<file path="config.mk">
export PLATFORM = sky130hd
export DESIGN_NAME = intc_mask_prio_regs
export DESIGN_NICKNAME = d
export VERILOG_FILES = /design/src/rtl/intc_regs_pkg.sv /design/src/rtl/intc_addr_decode.sv /design/src/rtl/intc_reg_slice.sv /design/src/rtl/intc_chain_walk.sv /design/src/rtl/intc_mask_prio_regs.sv
export SDC_FILE = /design/constraint.sdc
export NUM_CORES = 1
export LEC_CHECK = 0
export BUFFER_PORTS_ARGS = -buffer_cell sky130_fd_sc_hd__buf_2
export CAP_MARGIN = 20
export CORE_MARGIN = 4
export CORE_UTILIZATION = 49
export CTS_CLUSTER_SIZE = 40
export DETAILED_ROUTE_END_ITERATION = 16
export PLACE_DENSITY = 0.76
export SYNTH_ARGS = -nofsm -noshare
export SYNTH_HDL_FRONTEND = slang
export SYNTH_SLANG_ARGS = --single-unit
</file>
<file path="constraint.sdc">
create_clock -name clk_i -period 3.2 [get_ports clk_i]
set_input_delay 0.32 -clock clk_i [delete_from_list [all_inputs] [get_ports clk_i]]
set_output_delay 0.32 -clock clk_i [all_outputs]
set_load 0.05 [all_outputs]
</file>
<file path="src/rtl/intc_regs_pkg.sv">
package intc_regs_pkg;
  localparam int unsigned ADDR_W = 32;
  typedef logic [ADDR_W-1:0] addr_t;
  localparam addr_t ADDR_KEEP = 32'h1FFF_FFFF;

  localparam int unsigned DEF_REG_W    = 8;
  localparam int unsigned DEF_FIELD_W  = 4;
  localparam int unsigned DEF_NUM_MASK = 2;
  localparam int unsigned DEF_NUM_PRIO = 1;
  localparam int unsigned DEF_SRC_W    = 4;
  localparam int unsigned DEF_HOPS     = 4;

  // address 0 means "not present"
  localparam logic [63:0] DEF_MASK_SET = {32'h0000_0048, 32'h0000_0040};
  localparam logic [63:0] DEF_MASK_CLR = {32'h0000_0000, 32'h0000_0044};
  localparam logic [31:0] DEF_PRIO_SET = 32'h0000_0050;
  localparam logic [31:0] DEF_PRIO_CLR = 32'h0000_0000;

  // entry e of register r at [(r*fields+e)*SRC_W +: SRC_W]; entry 0 = top field
  localparam logic [63:0] DEF_MASK_IDS = {32'h00FE_DCB8, 32'h7650_4321};
  localparam logic [7:0]  DEF_PRIO_IDS = 8'h2C;

  localparam logic [15:0] DEF_SRC_VECT = 16'h76FE;
  localparam logic [63:0] DEF_SRC_NEXT = 64'hE00D_00A9_0000_0000;
endpackage

</file>
<file path="src/rtl/intc_addr_decode.sv">
module intc_addr_decode
  import intc_regs_pkg::*;
#(
  parameter int unsigned NREG = 3,
  parameter logic [NREG*ADDR_W-1:0] SET_ADDR = '0,
  parameter logic [NREG*ADDR_W-1:0] CLR_ADDR = '0
) (
  input  addr_t           addr_i,
  output logic [NREG-1:0] hit_set_o,
  output logic [NREG-1:0] hit_clr_o,
  output logic            any_hit_o
);
  addr_t a_low;
  addr_t s_a, c_a;
  logic  found;

  always_comb begin
    a_low     = addr_i & ADDR_KEEP;
    hit_set_o = '0;
    hit_clr_o = '0;
    found     = 1'b0;
    s_a       = '0;
    c_a       = '0;
    for (int r = 0; r < int'(NREG); r++) begin
      s_a = SET_ADDR[r*ADDR_W +: ADDR_W];
      c_a = CLR_ADDR[r*ADDR_W +: ADDR_W];
      if (!found) begin
        if (s_a != '0 && a_low == (s_a & ADDR_KEEP)) begin
          hit_set_o[r] = 1'b1;
          found        = 1'b1;
        end else if (c_a != '0 && a_low == (c_a & ADDR_KEEP)) begin
          hit_clr_o[r] = 1'b1;
          found        = 1'b1;
        end
      end
    end
    any_hit_o = found;
  end
endmodule

</file>
<file path="src/rtl/intc_reg_slice.sv">
module intc_reg_slice #(
  parameter int unsigned REG_W   = 8,
  parameter int unsigned FIELD_W = 1,
  parameter bit          DUAL    = 1'b0,
  localparam int unsigned NF     = REG_W / FIELD_W
) (
  input  logic             clk_i,
  input  logic             rst_ni,
  input  logic             we_i,
  input  logic             hit_set_i,
  input  logic             hit_clr_i,
  input  logic [REG_W-1:0] wdata_i,
  output logic [REG_W-1:0] value_o,
  output logic [NF-1:0]    chg_o,
  output logic [NF-1:0]    on_o
);
  logic [REG_W-1:0] value_q, value_d;
  logic             wr;

  assign wr = we_i && (hit_set_i || hit_clr_i);

  always_comb begin
    value_d = value_q;
    if (wr) begin
      if (DUAL) value_d = hit_set_i ? (value_q | wdata_i) : (value_q & ~wdata_i);
      else      value_d = wdata_i;
    end
  end

  for (genvar k = 0; k < NF; k++) begin : g_field
    localparam int unsigned LSB = (NF - 1 - k) * FIELD_W;
    assign chg_o[k] = value_q[LSB +: FIELD_W] != value_d[LSB +: FIELD_W];
    assign on_o[k]  = |value_d[LSB +: FIELD_W];
  end

  always_ff @(posedge clk_i or negedge rst_ni) begin
    if (!rst_ni) value_q <= '0;
    else         value_q <= value_d;
  end

  assign value_o = value_q;

  assert_dual_set_R3: assert property (@(posedge clk_i) disable iff (!rst_ni)
    (DUAL && we_i && hit_set_i) |=>
      ((value_o & $past(wdata_i)) == $past(wdata_i)) &&
      ((value_o & ~$past(wdata_i)) == ($past(value_o) & ~$past(wdata_i))));

  assert_dual_clr_R4: assert property (@(posedge clk_i) disable iff (!rst_ni)
    (DUAL && we_i && hit_clr_i) |=>
      ((value_o & $past(wdata_i)) == '0) &&
      ((value_o & ~$past(wdata_i)) == ($past(value_o) & ~$past(wdata_i))));

  assert_direct_R5: assert property (@(posedge clk_i) disable iff (!rst_ni)
    (!DUAL && we_i && (hit_set_i || hit_clr_i)) |=> value_o == $past(wdata_i));

  assert_hold_R11: assert property (@(posedge clk_i) disable iff (!rst_ni)
    !(we_i && (hit_set_i || hit_clr_i)) |=> $stable(value_o));
endmodule

</file>
<file path="src/rtl/intc_chain_walk.sv">
module intc_chain_walk #(
  parameter int unsigned SRC_W = 4,
  parameter int unsigned HOPS  = 4,
  localparam int unsigned NUM_SRC = 1 << SRC_W,
  parameter logic [NUM_SRC-1:0]       VECT = '0,
  parameter logic [NUM_SRC*SRC_W-1:0] NEXT = '0
) (
  input  logic               go_i,
  input  logic               on_i,
  input  logic [SRC_W-1:0]   id_i,
  output logic [NUM_SRC-1:0] en_o,
  output logic [NUM_SRC-1:0] dis_o
);
  logic [NUM_SRC-1:0] touched;
  logic [SRC_W-1:0]   cur, nxt;
  logic               live, grp;

  always_comb begin
    touched = '0;
    cur     = id_i;
    nxt     = '0;
    grp     = 1'b0;
    live    = go_i && (id_i != '0);
    for (int h = 0; h < int'(HOPS); h++) begin
      if (live) begin
        nxt = NEXT[cur*SRC_W +: SRC_W];
        if (!VECT[cur] && nxt == '0) begin
          live = 1'b0;  // reserved entry
        end else begin
          if (VECT[cur]) touched[cur] = 1'b1;
          if ((grp || !VECT[cur]) && nxt != '0) begin
            cur = nxt;
            grp = 1'b1;
          end else begin
            live = 1'b0;
          end
        end
      end
    end
  end

  assign en_o  = on_i ? touched : '0;
  assign dis_o = on_i ? '0 : touched;
endmodule

</file>
<file path="src/rtl/intc_mask_prio_regs.sv">
module intc_mask_prio_regs
  import intc_regs_pkg::*;
#(
  parameter int unsigned REG_W    = DEF_REG_W,
  parameter int unsigned FIELD_W  = DEF_FIELD_W,
  parameter int unsigned NUM_MASK = DEF_NUM_MASK,
  parameter int unsigned NUM_PRIO = DEF_NUM_PRIO,
  parameter int unsigned SRC_W    = DEF_SRC_W,
  parameter int unsigned HOPS     = DEF_HOPS,
  localparam int unsigned NUM_SRC = 1 << SRC_W,
  localparam int unsigned PRIO_NF = REG_W / FIELD_W,
  parameter logic [NUM_MASK*ADDR_W-1:0]        MASK_SET_ADDR = DEF_MASK_SET,
  parameter logic [NUM_MASK*ADDR_W-1:0]        MASK_CLR_ADDR = DEF_MASK_CLR,
  parameter logic [NUM_PRIO*ADDR_W-1:0]        PRIO_SET_ADDR = DEF_PRIO_SET,
  parameter logic [NUM_PRIO*ADDR_W-1:0]        PRIO_CLR_ADDR = DEF_PRIO_CLR,
  parameter logic [NUM_MASK*REG_W*SRC_W-1:0]   MASK_IDS      = DEF_MASK_IDS,
  parameter logic [NUM_PRIO*PRIO_NF*SRC_W-1:0] PRIO_IDS      = DEF_PRIO_IDS,
  parameter logic [NUM_SRC-1:0]                SRC_VECT      = DEF_SRC_VECT,
  parameter logic [NUM_SRC*SRC_W-1:0]          SRC_NEXT      = DEF_SRC_NEXT
) (
  input  logic               clk_i,
  input  logic               rst_ni,
  input  logic [31:0]        addr_i,
  input  logic [REG_W-1:0]   wdata_i,
  input  logic               we_i,
  output logic [REG_W-1:0]   rdata_o,
  output logic [NUM_SRC-1:0] en_evt_o,
  output logic [NUM_SRC-1:0] dis_evt_o
);
  localparam int unsigned NREG   = NUM_MASK + NUM_PRIO;
  localparam int unsigned M_FLDS = NUM_MASK * REG_W;
  localparam int unsigned P_FLDS = NUM_PRIO * PRIO_NF;
  localparam logic [NREG*ADDR_W-1:0] SET_ALL = {PRIO_SET_ADDR, MASK_SET_ADDR};
  localparam logic [NREG*ADDR_W-1:0] CLR_ALL = {PRIO_CLR_ADDR, MASK_CLR_ADDR};

  logic [NREG-1:0]    hit_set, hit_clr;
  logic               any_hit;
  logic [REG_W-1:0]   reg_val [NREG];
  logic [REG_W-1:0]   m_chg [NUM_MASK];
  logic [REG_W-1:0]   m_on  [NUM_MASK];
  logic [PRIO_NF-1:0] p_chg [NUM_PRIO];
  logic [PRIO_NF-1:0] p_on  [NUM_PRIO];
  logic [NUM_SRC-1:0] m_en [M_FLDS];
  logic [NUM_SRC-1:0] m_dis [M_FLDS];
  logic [NUM_SRC-1:0] p_en [P_FLDS];
  logic [NUM_SRC-1:0] p_dis [P_FLDS];
  logic [NUM_SRC-1:0] en_acc, dis_acc, en_q, dis_q;

  intc_addr_decode #(
    .NREG(NREG), .SET_ADDR(SET_ALL), .CLR_ADDR(CLR_ALL)
  ) u_dec (
    .addr_i(addr_i), .hit_set_o(hit_set), .hit_clr_o(hit_clr), .any_hit_o(any_hit)
  );

  for (genvar r = 0; r < NUM_MASK; r++) begin : g_mask
    localparam bit DUAL_M = (MASK_SET_ADDR[r*ADDR_W +: ADDR_W] != '0) &&
                            (MASK_CLR_ADDR[r*ADDR_W +: ADDR_W] != '0);
    intc_reg_slice #(.REG_W(REG_W), .FIELD_W(1), .DUAL(DUAL_M)) u_slice (
      .clk_i(clk_i), .rst_ni(rst_ni), .we_i(we_i),
      .hit_set_i(hit_set[r]), .hit_clr_i(hit_clr[r]), .wdata_i(wdata_i),
      .value_o(reg_val[r]), .chg_o(m_chg[r]), .on_o(m_on[r])
    );
    for (genvar k = 0; k < REG_W; k++) begin : g_fld
      localparam int unsigned IDX = r * REG_W + k;
      intc_chain_walk #(
        .SRC_W(SRC_W), .HOPS(HOPS), .VECT(SRC_VECT), .NEXT(SRC_NEXT)
      ) u_walk (
        .go_i(m_chg[r][k]), .on_i(m_on[r][k]),
        .id_i(MASK_IDS[IDX*SRC_W +: SRC_W]),
        .en_o(m_en[IDX]), .dis_o(m_dis[IDX])
      );
    end
  end

  for (genvar p = 0; p < NUM_PRIO; p++) begin : g_prio
    localparam bit DUAL_P = (PRIO_SET_ADDR[p*ADDR_W +: ADDR_W] != '0) &&
                            (PRIO_CLR_ADDR[p*ADDR_W +: ADDR_W] != '0);
    intc_reg_slice #(.REG_W(REG_W), .FIELD_W(FIELD_W), .DUAL(DUAL_P)) u_slice (
      .clk_i(clk_i), .rst_ni(rst_ni), .we_i(we_i),
      .hit_set_i(hit_set[NUM_MASK+p]), .hit_clr_i(hit_clr[NUM_MASK+p]),
      .wdata_i(wdata_i), .value_o(reg_val[NUM_MASK+p]),
      .chg_o(p_chg[p]), .on_o(p_on[p])
    );
    for (genvar k = 0; k < PRIO_NF; k++) begin : g_fld
      localparam int unsigned IDX = p * PRIO_NF + k;
      intc_chain_walk #(
        .SRC_W(SRC_W), .HOPS(HOPS), .VECT(SRC_VECT), .NEXT(SRC_NEXT)
      ) u_walk (
        .go_i(p_chg[p][k]), .on_i(p_on[p][k]),
        .id_i(PRIO_IDS[IDX*SRC_W +: SRC_W]),
        .en_o(p_en[IDX]), .dis_o(p_dis[IDX])
      );
    end
  end

  always_comb begin
    en_acc  = '0;
    dis_acc = '0;
    for (int i = 0; i < int'(M_FLDS); i++) begin
      en_acc  = en_acc  | m_en[i];
      dis_acc = dis_acc | m_dis[i];
    end
    for (int i = 0; i < int'(P_FLDS); i++) begin
      en_acc  = en_acc  | p_en[i];
      dis_acc = dis_acc | p_dis[i];
    end
  end

  always_ff @(posedge clk_i or negedge rst_ni) begin
    if (!rst_ni) begin
      en_q  <= '0;
      dis_q <= '0;
    end else begin
      en_q  <= en_acc;
      dis_q <= dis_acc;
    end
  end

  assign en_evt_o  = en_q;
  assign dis_evt_o = dis_q;

  always_comb begin
    rdata_o = '0;
    for (int r = 0; r < int'(NREG); r++)
      if (hit_set[r] || hit_clr[r]) rdata_o = reg_val[r];
  end

  assert_no_evt_id0_R9: assert property (@(posedge clk_i) disable iff (!rst_ni)
    !en_evt_o[0] && !dis_evt_o[0]);

  assert_evt_needs_write_R8: assert property (@(posedge clk_i) disable iff (!rst_ni)
    !we_i |=> (en_evt_o == '0) && (dis_evt_o == '0));

  assert_evt_has_vector_R10: assert property (@(posedge clk_i) disable iff (!rst_ni)
    ((en_evt_o | dis_evt_o) & ~SRC_VECT) == '0);

  assert_unmapped_read_zero_R11: assert property (@(posedge clk_i) disable iff (!rst_ni)
    !any_hit |-> rdata_o == '0);
endmodule

</file>
==> impl_metrics.yaml, run 1 <==
logic_synthesis:
  synth_area_leaders: "dfrtp_1 (49%), mux2_2 (7.6%), mux2i_1 (3.4%), buf_4 (3.2%), a22o_1 (3.0%)"
  postSynthCellCount: 214
  avgSynthCellArea_um2: 11.05
  synthSimpleGateAreaFrac: 0.2317
  synth_mux_area_frac: 0.1101
  async_flop_share: 1.000
  synthAdderAreaFrac: 0
  yosysTopAreaCell: "dfrtp_1"
  syn_area_um2: 2365
  synth_top_area_frac: 0.4868
  synthFlopType: "dfrtp_1"
  synth_xor_area_frac: 0.02963
  ys_warn_count: 0
  ys_ff_latch: 46
  synth-edff-count: 0
  synth_top_family_by_area: "simple AND/OR/NAND/NOR gates"
  netlist-cell-type-count: 36
  synth_compound_area_frac: 0.06772
  ys_seq_area_frac: 0.4868
critical_path:
  criticalPathCategory: "in -> out"
  crit_buf_inv: 2
  r2r_slack_ns: 2.14
  r2r-start: "g_prio[0].u_slice.value_o[3]"
  crit_path_top_delay_cell: "or4_1"
  cp_common_cell: "buf_2"
  critPathTopFamily: "simple AND/OR/NAND/NOR gates"
  end_kind: "primary output"
  worstPathRequired_ns: 2.88
  cp-start-kind: "input port"
  crit_path_max_incr_delay_ns: 0.52
  worstSetupStartpoint: "addr_i[11]"
  worstPathMaxFanout: 8
  r2r_cells: 4
  r2r-end: "dis_evt_o[2]"
  path_cells: "buf_2, or4_1, nor3_2, nand2_1, nor2_1, buf_2"
  arrival_ns: 2.15
finish:
  drive_gt1_frac: 0.3838
  nNetsFinal: 326
  postLayoutCellArea_um2: 2843
  area_delta_synth_final_pct: 20.21
  diodes: 0
  final_cell_count_no_fill: 338
min_path:
  holdPathStages: 3
  worstHoldStart: "wdata_i[2]"
  hp-class: "in -> reg"
  min_to: "dis_evt_o[5]"
sta:
  setup_viol: 0
  rsz0062_at_grt: "no"
  worst_pin_slew_ns: 0.5255
  skew_ns: 0.006727
  fmax_ghz: 0.4045
  drv_slew: 0
  final.setup.tns_ns: 0
  fin_crit_sh: 0.7726
  max_slew_margin: 0.6494
  hold_viol: 0
  fin_crit_ns: 2.472
clocking:
  root_buffer: "clkbuf_8"
  cts_sinks: 46
  h-tree-depth: 2
  cts_setup_buffers: 0
  clk-insertion-delay-late_ns: 0.30
  clock_path_buffers: 2
  cts_buffers: 5
  clkTransAtPathRegs_ns: 0.09
  cts_resized: 0
  tritoncts: "built"
placement:
  placed_cell_area_um2: 2718
  dp_hpwl_um: 3889
  io_buffers: 71
  gp_congestion: 0.7583
  dp_cells: 328
detailed_routing:
  vias_per_cell: 5.633
  firstDrtPassIters: 4
  final_antenna_net_count: 0
  initialDrtViolationCount: 134
  post_drt_wl_per_cell_um: 16.30
  drc: 0
  drt_wl_total_um: 5510
  via_count: 1904
job:
  cap_violations: 0
global_routing:
  grt_antenna_before_repair: 0
  grt_pass1_vias: 1797
  grt_pass1_wl_um: 8887
  grt-ovfl-total: 0
  grt_max_degree: 47
  grtUsageTotal: 0.1897
die:
  dieHeight_um: 77.47
  die-area_um2: 6002
  core_area_um2: 4692
  fp.dieW_um: 77.47
  rows: 25
  io_pins: 83
  initial_core_util: 0.5040
power:
  vdd_drop_max_uv: 185.9
  powerDensity_nw_per_um2: 370.2
  totalPowerFinal_uw: 1052
  leakage_uw: 0.001485
run_status:
  outcome: "finished clean"
## state kept, by name, summed over array words and instances, names as in the netlist
register,cells
dis_evt_o,11
g_prio.u_slice.value_o,8
g_mask.u_slice.value_o,16
en_evt_o,11
## worst max-delay path by stage
stage                        endpoint  cells past startpoint
after floorplan            rdata_o[0]                      5
after global placement    en_evt_o[3]                      6
after detailed placement   rdata_o[5]                      6
after CTS                  rdata_o[5]                      6
after global routing       rdata_o[7]                      6
final                      rdata_o[4]                      6
## cell usage after synthesis (all sizes together), types with 7 or more instances
cell type  number
a22o            8
inv            10
mux2           16
a22oi           8
nand4          13
nor4b           7
xnor2           8
nor2           10
mux2i           8
clkbuf         10
nor4            8
dfrtp          46
buf            13
## per-layer routing
metal	wire length [µm]	part of all wire	up-vias	track usage
met1	2136	0.39	895	0.2602
met5	0	0	-	0
li1	-	-	901	-
met4	57	0.010	0	0.05338
met2	2725	0.49	103	0.3022
met3	589	0.11	5	0.04292
## power by group
| group | total [µW] | leakage (µW) | switching (µW) | internal [µW] |
|---|---|---|---|---|
| Clock | 368 | 0.0000472 | 195 | 174 |
| Combinational | 103 | 0.000837 | 67.5 | 35.9 |
| Sequential | 581 | 0.000601 | 0.0000193 | 581 |
| Total | 1050 | 0.00149 | 262 | 790 |
## cells by family (layout without fill, tap and decap cells)
logic type / after synthesis / count (layout)
compound gates: 22 / 22
xor+xnor: 8 / 8
buf+inv: 33 / 96
flops: 46 / 46
mux: 24 / 24
other cells: 1 / 8
simple gates: 80 / 80
## placed cells by master (no fill, tap or decap), drive strengths merged
master | Yosys | final
a21oi | 6 | 6
a22o | 8 | 8
a22oi | 8 | 8
and2 | 1 | 1
and3 | 1 | 1
and4b | 2 | 2
buf | 13 | 77
clkbuf | 10 | 6
clkinv | 0 | 1
clkinvlp | 0 | 1
conb | 1 | 8
dfrtp | 46 | 46
dlygate4sd3 | 0 | 1
inv | 10 | 10
mux2 | 16 | 16
mux2i | 8 | 8
nand2 | 6 | 6
nand2b | 5 | 5
nand3 | 4 | 4
nand3b | 6 | 6
nand4 | 13 | 13
nor2 | 10 | 10
nor3 | 6 | 6
nor3b | 5 | 5
nor4 | 8 | 8
nor4b | 7 | 7
or2 | 1 | 1
or3 | 1 | 1
or4 | 4 | 4
xnor2 | 8 | 8
## repair_timing
action                                  CTS  global route
endpoints found under the setup margin    0             0
hold endpoints to repair                  0             6
hold buffers                              0             1
## area by class of cell
| class | count | area [µm²] |
|---|---|---|
| clock buffers | 6 | 82.58 |
| repair buffers | 78 | 422.9 |
| well taps | 54 | 67.56 |
| inverters | 10 | 37.54 |
| flip-flops and latches | 46 | 1151 |
| fillers | 402 | 1849 |
| multi-input cells | 142 | 1069 |
| clock inverters | 2 | 12.51 |
## stage by stage
step,setup WS [ns],hold WS (ns),utilization
after floorplan,0.5992,0.02441,-
after global placement,0.7064,0.4539,0.5792
after detailed placement,0.7258,0.4546,0.5792
after CTS,0.7230,0.2075,0.5995
after global routing,0.5851,0.2925,0.6059
final,0.7276,0.2998,0.6059
## worst min-delay path, cell delays in order
cell	delay [ns]
buf_2	0.15
nand2_1	0.07
nor3_1	0.04
Note: power is estimated with default switching activity, not from simulation.
==> run 2, diff against run 1 <==
clock period = 2.35 ns   (was 3.2 ns; I/O delays follow)
==> run 2 against run 1 <==
Non-clock buffer count is 1 higher. Clock power rose by 89%. Total power is 54% higher. Hold slack got worse by 0.075 ns. Register-to-register slack worse by 0.82 ns. Worst setup slack lost 0.58 ns. Clock skew is essentially flat. Sequential share of layout area shrank 0.53 points. First-iteration DRC count is 16% lower. Critical endpoint unchanged. Final cell count increased by 0.30%. Flip-flop and latch count stayed put. Via count rose by 1.6%.
==> impl_metrics.yaml, run 2 (synthesis gave the netlist of run 1 again) <==
run_status:
  outcome: "finished clean"
finish:
  area_delta_synth_final_pct: 21.80
  diodes: 0
  nNetsFinal: 327
  final_cell_mix: "buf_2 (71), dfrtp_1 (46), mux2_2 (16)"
  final_util: 0.6139
  drive_gt1_frac: 0.3860
  fill_cells: 379
  layout_commonest_cell: "buf_2"
  final-seq-area_um2: 1151
  multi_input_area_um2: 1069
  largest_register_ffs: 16
critical_path:
  criticalPathCategory: "in -> out"
  arrival_ns: 1.97
  end_kind: "primary output"
  worstPathMaxFanout: 8
  cp-start-kind: "input port"
  worstPathRequired_ns: 2.12
global_routing:
  grt_antenna_before_repair: 0
  grtUsageTotal: 0.1977
  grt_max_degree: 40
  grt_pass1_vias: 1946
  grt-ovfl-total: 0
  grt_pass1_wl_um: 9363
detailed_routing:
  via_count: 1934
  drt_wl_total_um: 5566
  final_antenna_net_count: 0
  firstDrtPassIters: 4
  initialDrtViolationCount: 113
  vias_per_cell: 5.705
  drc: 0
  post_drt_wl_per_cell_um: 16.42
clocking:
  h-tree-depth: 2
  cts_setup_buffers: 0
  cts_resized: 0
  cts_sinks: 46
  root_buffer: "clkbuf_8"
  clock_path_buffers: 2
  tritoncts: "built"
  cts_buffers: 5
  clk-insertion-delay-late_ns: 0.30
  clkTransAtPathRegs_ns: 0.08
sta:
  drv_slew: 0
  hold_viol: 0
  fmax_ghz: 0.4538
  fin_crit_sh: 0.9376
  fin_crit_ns: 2.203
  worst_pin_slew_ns: 0.5270
  setup_viol: 0
  max_slew_margin: 0.6484
  timing.hold.ws_ns: 0.2244
  skew_ns: 0.006627
  rsz0062_at_grt: "no"
  final.setup.tns_ns: 0
placement:
  gp_congestion: 0.8010
  io_buffers: 71
  dp_hpwl_um: 3940
min_path:
  hp-class: "in -> reg"
die:
  io_pins: 83
  initial_core_util: 0.5040
  dieHeight_um: 77.47
  die-area_um2: 6002
  core_area_um2: 4692
  fp.dieW_um: 77.47
  rows: 25
power:
  vdd_drop_max_uv: 337.6
  leakage_uw: 0.001506
  powerDensity_nw_per_um2: 564.2
job:
  cap_violations: 0
-- run 2: report_power, final --
part | switching (µW) | internal (µW) | leakage (µW)
logic | 91.7 | 46.6 | 0.000837
clock network | 270 | 426 | 0.0000683
registers | 0.0000269 | 791 | 0.000601
-- run 2: worst max-delay path: stages --
cell     delay (ns)
buf_2          0.09
or4_1          0.58
nor4_4         0.29
nand2_1        0.28
nor2_1         0.21
buf_2          0.28
-- run 2: per-stage QoR --
| step | instance area [µm²] | std cells | power, µW | setup slack [ns] |
|---|---|---|---|---|
| 6_report | 2880 | 339 | 1625 | 0.1466 |
| 5_1_grt | 2880 | 339 | 1690 | 0.04086 |
| 4_1_cts | 2880 | 339 | 1635 | 0.1381 |
| 3_5_place_dp | 2733 | 330 | 943.6 | 0.05361 |
| 3_3_place_gp | 2733 | 330 | 941.0 | 0.08354 |
| 2_1_floorplan | 2391 | 221 | 887.6 | -0.08080 |
-- run 2: final timing paths --
path | from | end | slack, ns | depth (start not counted)
setup / recovery | addr_i[18] | rdata_o[4] | 0.15 | 6
hold / removal | wdata_i[4] | dis_evt_o[13] | 0.22 | 2
setup reg to reg | g_prio[0].u_slice.value_o[2] | en_evt_o[2] | 1.32 | 4
hold reg to reg | g_mask[0].u_slice.value_o[0] | en_evt_o[7] | 0.47 | 1
max in group asynchronous | rst_ni | g_prio[0].u_slice.value_o[0] | 1.33 | 3
min in group asynchronous | rst_ni | dis_evt_o[10] | 0.30 | 2
-- run 2: per-layer routing --
metal / GRT usage / share of wire / up-vias
met5: 0 / 0 / -
met4: 0.07117 / 0.019 / 0
met3: 0.04060 / 0.093 / 11
met2: 0.3204 / 0.48 / 100
met1: 0.2626 / 0.41 / 924
li1: - / - / 899
-- run 2: area by class of cell --
class,count,area share
inverters,10,0.01303
well taps,54,0.02346
clock buffers,5,0.02389
clock inverters,3,0.02389
multi-input cells,142,0.3710
flip-flops and latches,46,0.3997
repair buffers,79,0.1451
-- run 2: repair_timing --
action,in CTS,in global routing
endpoints found under the setup margin,0,0
hold endpoints to repair,7,0
hold buffers,1,0
